File: config.mk
export PLATFORM = sky130hd
export DESIGN_NAME = adc_seq_ctrl
export DESIGN_NICKNAME = d
export VERILOG_FILES = /design/src/rtl/adc_seq_pkg.sv /design/src/rtl/adc_seq_div.sv /design/src/rtl/adc_seq_fsm.sv /design/src/rtl/adc_seq_regs.sv /design/src/rtl/adc_seq_ctrl.sv
export SDC_FILE = /design/constraint.sdc
export NUM_CORES = 1
export LEC_CHECK = 0
export BUFFER_PORTS_ARGS = -buffer_cell sky130_fd_sc_hd__buf_2
export CORE_UTILIZATION = 43
export CTS_CLUSTER_DIAMETER = 50
export DETAILED_ROUTE_END_ITERATION = 7
export PLACE_DENSITY = 0.87
export SETUP_SLACK_MARGIN = 0.2
export SYNTH_ARGS = -nofsm -noshare
export SYNTH_HDL_FRONTEND = slang
export SYNTH_HIERARCHICAL = 1
export SYNTH_SLANG_ARGS = --single-unit
File: constraint.sdc
create_clock -name clk -period 1.9 [get_ports clk]
set_input_delay 0.19 -clock clk [delete_from_list [all_inputs] [get_ports clk]]
set_output_delay 0.19 -clock clk [all_outputs]
set_load 0.02 [all_outputs]
File: src/rtl/adc_seq_pkg.sv
package adc_seq_pkg;
  localparam int unsigned CTL_ADDR  = 8'h00;
  localparam int unsigned RES_ADDR  = 8'h04;
  localparam int unsigned CH_LSB    = 24;
  localparam int unsigned IE_BIT    = 21;
  localparam int unsigned REF_BIT   = 19;
  localparam int unsigned DONE_BIT  = 18;
  localparam int unsigned EN_BIT    = 17;
  localparam int unsigned SRST_BIT  = 16;
  localparam int unsigned GO_BIT    = 13;
  localparam int unsigned DIV_LSB   = 1;

  typedef enum logic [1:0] {
    SEQ_IDLE = 2'd0,
    SEQ_ARM  = 2'd1,
    SEQ_WAIT = 2'd2
  } seq_state_t;
endpackage

File: src/rtl/adc_seq_div.sv
module adc_seq_div #(
  parameter int DIV_W = 8
) (
  input  logic             clk,
  input  logic             rst_n,
  input  logic             run,
  input  logic [DIV_W-1:0] div,
  output logic             tick
);
  localparam int CNT_W = DIV_W + 1;

  logic [CNT_W-1:0] cnt_q, cnt_d, lim;

  always_comb begin
    lim = {div, 1'b1};
    cnt_d = cnt_q;
    if (!run)
      cnt_d = '0;
    else if (cnt_q >= lim)
      cnt_d = '0;
    else
      cnt_d = cnt_q + 1'b1;
  end

  assign tick = run && (cnt_q >= lim);

  always_ff @(posedge clk or negedge rst_n) begin
    if (!rst_n) cnt_q <= '0;
    else        cnt_q <= cnt_d;
  end
endmodule

File: src/rtl/adc_seq_fsm.sv
module adc_seq_fsm
  import adc_seq_pkg::*;
(
  input  logic clk,
  input  logic rst_n,
  input  logic start_req,
  input  logic srst,
  input  logic tick,
  input  logic conv_done,
  output logic busy,
  output logic conv_start,
  output logic cap
);
  seq_state_t st_q, st_d;

  always_comb begin
    st_d       = st_q;
    conv_start = 1'b0;
    cap        = 1'b0;
    if (srst) begin
      st_d = SEQ_IDLE;
    end else begin
      unique case (st_q)
        SEQ_IDLE: if (start_req) st_d = SEQ_ARM;
        SEQ_ARM: if (tick) begin
          conv_start = 1'b1;
          st_d       = SEQ_WAIT;
        end
        SEQ_WAIT: if (conv_done) begin
          cap  = 1'b1;
          st_d = SEQ_IDLE;
        end
        default: st_d = SEQ_IDLE;
      endcase
    end
  end

  assign busy = (st_q != SEQ_IDLE);

  always_ff @(posedge clk or negedge rst_n) begin
    if (!rst_n) st_q <= SEQ_IDLE;
    else        st_q <= st_d;
  end
endmodule

File: src/rtl/adc_seq_regs.sv
module adc_seq_regs
  import adc_seq_pkg::*;
#(
  parameter int ADDR_W = 8,
  parameter int DATA_W = 32,
  parameter int RES_W  = 10,
  parameter int DIV_W  = 8,
  parameter int CH_W   = 4
) (
  input  logic              clk,
  input  logic              rst_n,
  input  logic              bus_we,
  input  logic [ADDR_W-1:0] bus_addr,
  input  logic [DATA_W-1:0] bus_wdata,
  output logic [DATA_W-1:0] bus_rdata,
  input  logic              busy,
  input  logic              cap,
  input  logic [RES_W-1:0]  cap_data,
  output logic              ie,
  output logic              ref_sel,
  output logic              en,
  output logic              srst,
  output logic [CH_W-1:0]   ch,
  output logic [DIV_W-1:0]  div,
  output logic              done,
  output logic              start_req
);
  logic ie_d, ref_d, en_d, srst_d, done_d;
  logic [CH_W-1:0]  ch_d;
  logic [DIV_W-1:0] div_d;
  logic [RES_W-1:0] res_q, res_d;
  logic ctl_wr;

  assign ctl_wr = bus_we && (bus_addr == ADDR_W'(CTL_ADDR));

  assign start_req = ctl_wr && bus_wdata[GO_BIT] && bus_wdata[EN_BIT] &&
                     !bus_wdata[SRST_BIT] && !busy;

  always_comb begin
    ie_d   = ie;
    ref_d  = ref_sel;
    en_d   = en;
    srst_d = srst;
    ch_d   = ch;
    div_d  = div;
    done_d = done;
    res_d  = res_q;
    if (ctl_wr) begin
      ie_d   = bus_wdata[IE_BIT];
      ref_d  = bus_wdata[REF_BIT];
      en_d   = bus_wdata[EN_BIT];
      srst_d = bus_wdata[SRST_BIT];
      ch_d   = bus_wdata[CH_LSB +: CH_W];
      div_d  = bus_wdata[DIV_LSB +: DIV_W];
      if (bus_wdata[DONE_BIT]) done_d = 1'b0;
    end
    if (cap) begin
      done_d = 1'b1;
      res_d  = cap_data;
    end
    if (srst) begin
      done_d = 1'b0;
      res_d  = '0;
    end
  end

  always_ff @(posedge clk or negedge rst_n) begin
    if (!rst_n) begin
      ie <= 1'b0; ref_sel <= 1'b0; en <= 1'b0; srst <= 1'b0;
      ch <= '0; div <= '0; done <= 1'b0; res_q <= '0;
    end else begin
      ie <= ie_d; ref_sel <= ref_d; en <= en_d; srst <= srst_d;
      ch <= ch_d; div <= div_d; done <= done_d; res_q <= res_d;
    end
  end

  always_comb begin
    bus_rdata = '0;
    if (bus_addr == ADDR_W'(CTL_ADDR)) begin
      bus_rdata[CH_LSB +: CH_W]   = ch;
      bus_rdata[IE_BIT]           = ie;
      bus_rdata[REF_BIT]          = ref_sel;
      bus_rdata[DONE_BIT]         = srst ? 1'b0 : done;
      bus_rdata[EN_BIT]           = en;
      bus_rdata[SRST_BIT]         = srst;
      bus_rdata[GO_BIT]           = srst ? 1'b0 : busy;
      bus_rdata[DIV_LSB +: DIV_W] = div;
    end else if (bus_addr == ADDR_W'(RES_ADDR)) begin
      bus_rdata[RES_W-1:0] = srst ? '0 : res_q;
    end
  end
endmodule

File: src/rtl/adc_seq_ctrl.sv
module adc_seq_ctrl #(
  parameter int ADDR_W = 8,
  parameter int DATA_W = 32,
  parameter int RES_W  = 10,
  parameter int DIV_W  = 8,
  parameter int CH_W   = 4,
  parameter int NUM_CH = 8,
  localparam int SEL_W = $clog2(NUM_CH)
) (
  input  logic              clk,
  input  logic              rst_n,
  input  logic              bus_we,
  input  logic [ADDR_W-1:0] bus_addr,
  input  logic [DATA_W-1:0] bus_wdata,
  output logic [DATA_W-1:0] bus_rdata,
  output logic [SEL_W-1:0]  conv_chan,
  output logic              conv_start,
  output logic              conv_clk_en,
  output logic              conv_ref_sel,
  input  logic [RES_W-1:0]  conv_data,
  input  logic              conv_done,
  output logic              irq
);
  logic ie_w, en_w, srst_w, done_w, busy_w, cap_w, start_w;
  logic [CH_W-1:0]  ch_w;
  logic [DIV_W-1:0] div_w;

  adc_seq_regs #(.ADDR_W(ADDR_W), .DATA_W(DATA_W), .RES_W(RES_W),
                 .DIV_W(DIV_W), .CH_W(CH_W)) u_regs (
    .clk(clk), .rst_n(rst_n), .bus_we(bus_we), .bus_addr(bus_addr),
    .bus_wdata(bus_wdata), .bus_rdata(bus_rdata), .busy(busy_w),
    .cap(cap_w), .cap_data(conv_data), .ie(ie_w), .ref_sel(conv_ref_sel),
    .en(en_w), .srst(srst_w), .ch(ch_w), .div(div_w), .done(done_w),
    .start_req(start_w)
  );

  adc_seq_div #(.DIV_W(DIV_W)) u_div (
    .clk(clk), .rst_n(rst_n), .run(en_w && !srst_w), .div(div_w),
    .tick(conv_clk_en)
  );

  adc_seq_fsm u_fsm (
    .clk(clk), .rst_n(rst_n), .start_req(start_w), .srst(srst_w),
    .tick(conv_clk_en), .conv_done(conv_done), .busy(busy_w),
    .conv_start(conv_start), .cap(cap_w)
  );

  generate
    if (CH_W > SEL_W) begin : g_chan_fold
      always_comb
        conv_chan = (ch_w < CH_W'(NUM_CH)) ? ch_w[SEL_W-1:0] : '0;
    end else begin : g_chan_pass
      always_comb conv_chan = SEL_W'(ch_w);
    end
  endgenerate

  assign irq = done_w && ie_w && !srst_w;
endmodule

# After elaboration in Yosys (flattened, before gate mapping)
# Index checks and enable logic that the tools add are counted.
# totals
ramBits	0
ff_bits	38
word_cells	70
latchBits	0
rom_bits	0
memories	0
inputBits	54
# classes
shifts	0
n_reduce_logical	20
div	0
bitwise	0
n_mux	31
n_addsub	1
mul	0
eq_ne	6
order_cmp	2
# ops
operator	count
two-way mux 10 bit	4
two-way mux 9 bit	2
two-way mux 1 bit	16
adder 9 x 1 -> 9 bit, second input constant	1
greater-or-equal comparator 9 bit	1
logical AND 1 bit	9
inequality test 3 bit, second input constant	3
equality test 8 x 3 -> 1 bit, second input constant	1
logical NOT 8 bit	1
two-way mux 2 bit	4
two-way mux 4 bit	2
two-way mux 8 bit	1
case mux 2 bit (3 select lines)	1
nonzero test 3 bit	2
less-than comparator 4 bit, second input constant	1
nonzero test 2 bit	2
logical NOT 1 bit	3
two-way mux 3 bit	1
AND reduction 3 bit	1
equality test 2 x 1 -> 1 bit, second input constant	1
equality test 2 bit, second input constant	1
logical NOT 2 bit	1
AND reduction 2 bit	1

# Depth between registers and ports, before layout
# depth
depth_word	9
ltp_mapped	8
mapped_depth_nobuf	8

# By module
# The synthesis kept the hierarchy.
# modules_own_cells
module	seq_area_each_um2	area_per_inst_um2	cells_each	instances
adc_seq_regs	675.6	1458.9	131	1
adc_seq_div	225.2	630.6	67	1
adc_seq_fsm	50.0	115.1	11	1
adc_seq_ctrl	0.0	33.8	5	1

# Worst setup path before layout
# OpenSTA, ideal clock, no wires.
# synth_path
kind	flip-flop to output port
startpoint	register u_div.cnt_q[4]
endpoint	output port conv_start
arrival_time_ns	2.095
slack_ns	-0.385
path_stages_with_launch	8
path_buffers	0
path_cell_list	dfrtp_1 ha_1 o21ai_0 a211o_1 o221ai_2 and2_1 nand2_1 nor3_1
# synth_via
elab_chain_len	5
# synth_lines
element	line_no	rtl
start, declared	adc_seq_div.sv:12	logic [CNT_W-1:0] cnt_q, cnt_d, lim;
start signal, assigned	adc_seq_div.sv:29	else cnt_q <= cnt_d;
greater-or-equal comparator 9 bit	adc_seq_div.sv:25	assign tick = run && (cnt_q >= lim);
logical AND 1 bit	adc_seq_div.sv:25	
net conv_clk_en	adc_seq_ctrl.sv:18	output logic conv_clk_en,
two-way mux 1 bit	adc_seq_fsm.sv:25	SEQ_ARM: if (tick) begin
two-way mux 1 bit	adc_seq_fsm.sv:23	unique case (st_q)
two-way mux 1 bit	adc_seq_fsm.sv:20	if (srst) begin
end, declared	adc_seq_ctrl.sv:17	output logic conv_start,
# The timed path passes the listed nets, and every way through them passes these cells.

# Worst setup path after layout
# layout_path
startpoint	register u_regs.div[7]
endpoint	output port conv_start
# layout_via
elab_chain_len	5
# layout_lines
element	line_no	rtl
start, declared	adc_seq_regs.sv:24	output logic [DIV_W-1:0] div,
start signal, assigned	adc_seq_regs.sv:73	ch <= ch_d; div <= div_d; done <= done_d; res_q <= res_d;
greater-or-equal comparator 9 bit	adc_seq_div.sv:25	
logical AND 1 bit	adc_seq_div.sv:25	
two-way mux 1 bit	adc_seq_fsm.sv:25	
two-way mux 1 bit	adc_seq_fsm.sv:23	
two-way mux 1 bit	adc_seq_fsm.sv:20	
# Every way passes these cells.

==> flow_summary.json <==
{
  "setup_viol": 4,
  "root_buffer": "clkbuf_8",
  "ir_drop_uv": 427.8,
  "die_y_um": 74.15,
  "clk_latency_ns": 0.29,
  "crit_family": "simple AND/OR/NAND/NOR gates",
  "num_vias": 1856,
  "period_minus_slack_ns": 2.264,
  "n_fill_cell": 392,
  "start_util_pct": 45.87,
  "worst_hold_slack_ns": 0.008729,
  "cp_num_cells": 9,
  "dpl_cell_area_um2": 2761,
  "synth_cell_types": 41,
  "grt_use_total_pct": 17.93,
  "ant_nets": 0,
  "dp_hpwl_mm": 3.652,
  "timing.fmax_ghz": 0.4418,
  "status": "complete, but fails checks",
  "worstPathRequired_ns": 1.71,
  "grt_max_degree": 39,
  "postCtsHoldBufs": 0,
  "cts_tree": "yes",
  "rsz0062_at_grt": "true",
  "worst_slack_ns": -0.3637,
  "reg2reg_depth": 8,
  "crit_path_end": "conv_start",
  "tns_ns": -0.7074,
  "via_per_inst": 4.910,
  "htree_levels": 2,
  "final_layout_size_suffix_gt1_share_pct": 45.66,
  "drc": 0,
  "global_route.usage.met2_pct": 31.62,
  "max_slew_margin_pct": 43.42,
  "worstSetupPathType": "reg -> out",
  "slew_violations": 0,
  "violations": "negative setup slack",
  "final_cell_area_um2": 2990,
  "ff2ff_setup_slack_ns": -0.11,
  "nets": 374,
  "async_reset_ff_share_pct": 100.0,
  "yosysTopAreaCell": "dfrtp_1",
  "synth_area_leaders": "dfrtp_1, mux2_4, nor2_1",
  "yosysMostFrequentCell": "dfrtp_1",
  "synth_warnings": 6,
  "ys_seq_area_share_pct": 42.48,
  "grt-ovfl-total": 0,
  "detail_route.wl_per_cell_um": 13.90,
  "cp_data_arrival_time_ns": 2.07,
  "reg2reg_from": "u_div/cnt_q[4]",
  "synth_edf_count": 0,
  "skew_ns": 0.003273,
  "io_pins": 93,
  "core_um2": 4880,
  "worst-path-buf-inv": 2,
  "grt_first_pass_wirelength_mm": 7.431,
  "rows": 25,
  "place_congestion": 0.8032,
  "drv_cap": 0,
  "dr.pass1.iters": 4,
  "grt_antenna_before_repair": 0,
  "cpPeakStageDelay_ns": 0.38,
  "syn_area_per_cell_um2": 10.46,
  "top_usage_layer": "met2",
  "critPathLaunchType": "flip-flop",
  "final_util_pct": 61.28,
  "grt_pass1_vias": 1692,
  "r2r-end": "u_fsm/st_q[0]",
  "syn_area_um2": 2238,
  "multi_input_area_um2": 1261,
  "ys.flop_type": "dfrtp_1",
  "synth_seq_cells": 38,
  "yosys.area.top_type_share_pct": 42.48,
  "hold_path.class": "in -> async",
  "seqCellArea_um2": 952.2,
  "die_w_um": 74.15,
  "path_cells": "inv_1, ha_4, nand2_2, a211o_1, o221ai_2, and2_4, nand2_4, nor3_4, buf_6",
  "syn_inst": 214,
  "cts.sink_count": 38,
  "wl_mm": 5.256,
  "drtIter0Drc": 79,
  "end_kind": "primary output",
  "critPathMaxFanout": 2,
  "path_clk_slew_ns": 0.07,
  "power_per_cell_area_nw_per_um2": 536.8,
  "synthTopCellsByCount": "dfrtp_1, nor2_1, nor2b_1",
  "pre_cts_slack_ns": -0.1199,
  "leakagePower_nw": 1.613,
  "syn2layout_area_growth_pct": 33.59,
  "cp-startpoint": "u_regs/div[7]",
  "use_met1_pct": 21.08,
  "period_share_pct": 119.1,
  "met3_usage_pct": 4.472,
  "slowest_stage": "dfrtp_1",
  "clockBufferDepth": 2,
  "dieArea_um2": 5498,
  "antennaDiodeCount": 0,
  "final_hold_viol_count": 0,
  "worst_pin_slew_ns": 0.8487,
  "cts_made_buffers": 5,
  "io_buffer_count": 66
}
logic make-up after synthesis:
kind of cell / synth area share, %
XOR/XNOR: 2.739
adder cells (fa/ha/maj): 5.031
AO/OA/AOI/OAI: 7.267
other: 0.1675
AND/OR/NAND/NOR: 21.19
buffers and inverters: 7.266
flip-flops: 42.48
multiplexers: 13.86
per-stage QoR:
stage	cells	total power, W
final	378	0.001605
after global routing	378	0.001663
after CTS	370	0.001577
after detailed placement	362	0.001057
after global placement	362	0.001051
after floorplan	225	0.0009752
layout make-up:
type,count,share of cell area (%)
Inverter,11,1.381
Tap cell,67,2.803
Clock buffer,7,2.552
Timing Repair Buffer,96,19.25
Multi-Input combinational cell,159,42.18
Sequential cell,38,31.84
layer usage:
| layer | part of all wire, % | vias up | wire (um) |
|---|---|---|---|
| li1 | - | 895 | - |
| met1 | 42 | 890 | 2195 |
| met2 | 52 | 66 | 2757 |
| met3 | 4.9 | 5 | 256 |
| met4 | 0.88 | 0 | 46 |
| met5 | 0 | - | 0 |
worst min path at each step:
stage | end | slack, ns | depth (start not counted)
floorplan | u_div/cnt_q[0] | -0.11 | 0
CTS | u_regs/res_q[3] | 0.03 | 1
detailed placement | u_regs/res_q[3] | 0.34 | 1
finish | u_regs/res_q[3] | 0.009 | 1
global route | u_regs/res_q[9] | 0.08 | 1
global placement | u_regs/div[3] | 0.33 | 1
registers in the layout, summed over array words and instances, names as in the netlist:
| name | count |
|---|---|
| u_div/cnt_q | 9 |
| u_fsm/st_q | 2 |
| u_regs/ch | 4 |
| u_regs/div | 8 |
| u_regs/done | 1 |
| u_regs/en | 1 |
| u_regs/ie | 1 |
| u_regs/ref_sel | 1 |
| u_regs/res_q | 10 |
| u_regs/srst | 1 |
cells in the final DEF, fill, tap and decap left out, types with 2 or more instances in the layout:
cell type | netlist | final
nand3_1 | 4 | 4
buf_4 | 12 | 28
clkbuf_1 | 4 | 2
and3b_1 | 4 | 3
ha_4 | 0 | 3
xor2_1 | 3 | 3
xnor2_1 | 4 | 4
ha_1 | 9 | 6
and2_1 | 10 | 9
nand2b_1 | 2 | 2
dfrtp_1 | 38 | 37
nor2b_1 | 13 | 12
a211o_1 | 2 | 2
o21ai_4 | 1 | 2
buf_2 | 1 | 63
nor2_2 | 0 | 2
mux2_2 | 8 | 8
a21oi_1 | 10 | 10
mux2_4 | 8 | 8
clkbuf_8 | 0 | 5
mux2i_1 | 10 | 10
nand2_1 | 6 | 4
buf_6 | 1 | 4
conb_1 | 1 | 12
inv_1 | 11 | 10
and3_1 | 3 | 3
nor2_1 | 32 | 30
report_power, final:
group          total, W  switching (W)  internal, W  leakage, nW
Combinational  0.000243       0.000129     0.000115         1.05
Sequential     0.000840      0.0000135     0.000826        0.526
Clock          0.000522       0.000269     0.000253       0.0383
what timing repair did:
| item | 4_1_cts | 5_1_grt |
|---|---|---|
| pin swaps | 2 | 8 |
| setup endpoints to repair | 7 | 25 |
| buffers inserted | 1 | 7 |
| cloned | 0 | 1 |
| endpoints found under the hold margin | 0 | 0 |
| resized for setup | 5 | 14 |
(Power assumes the default switching activity.)
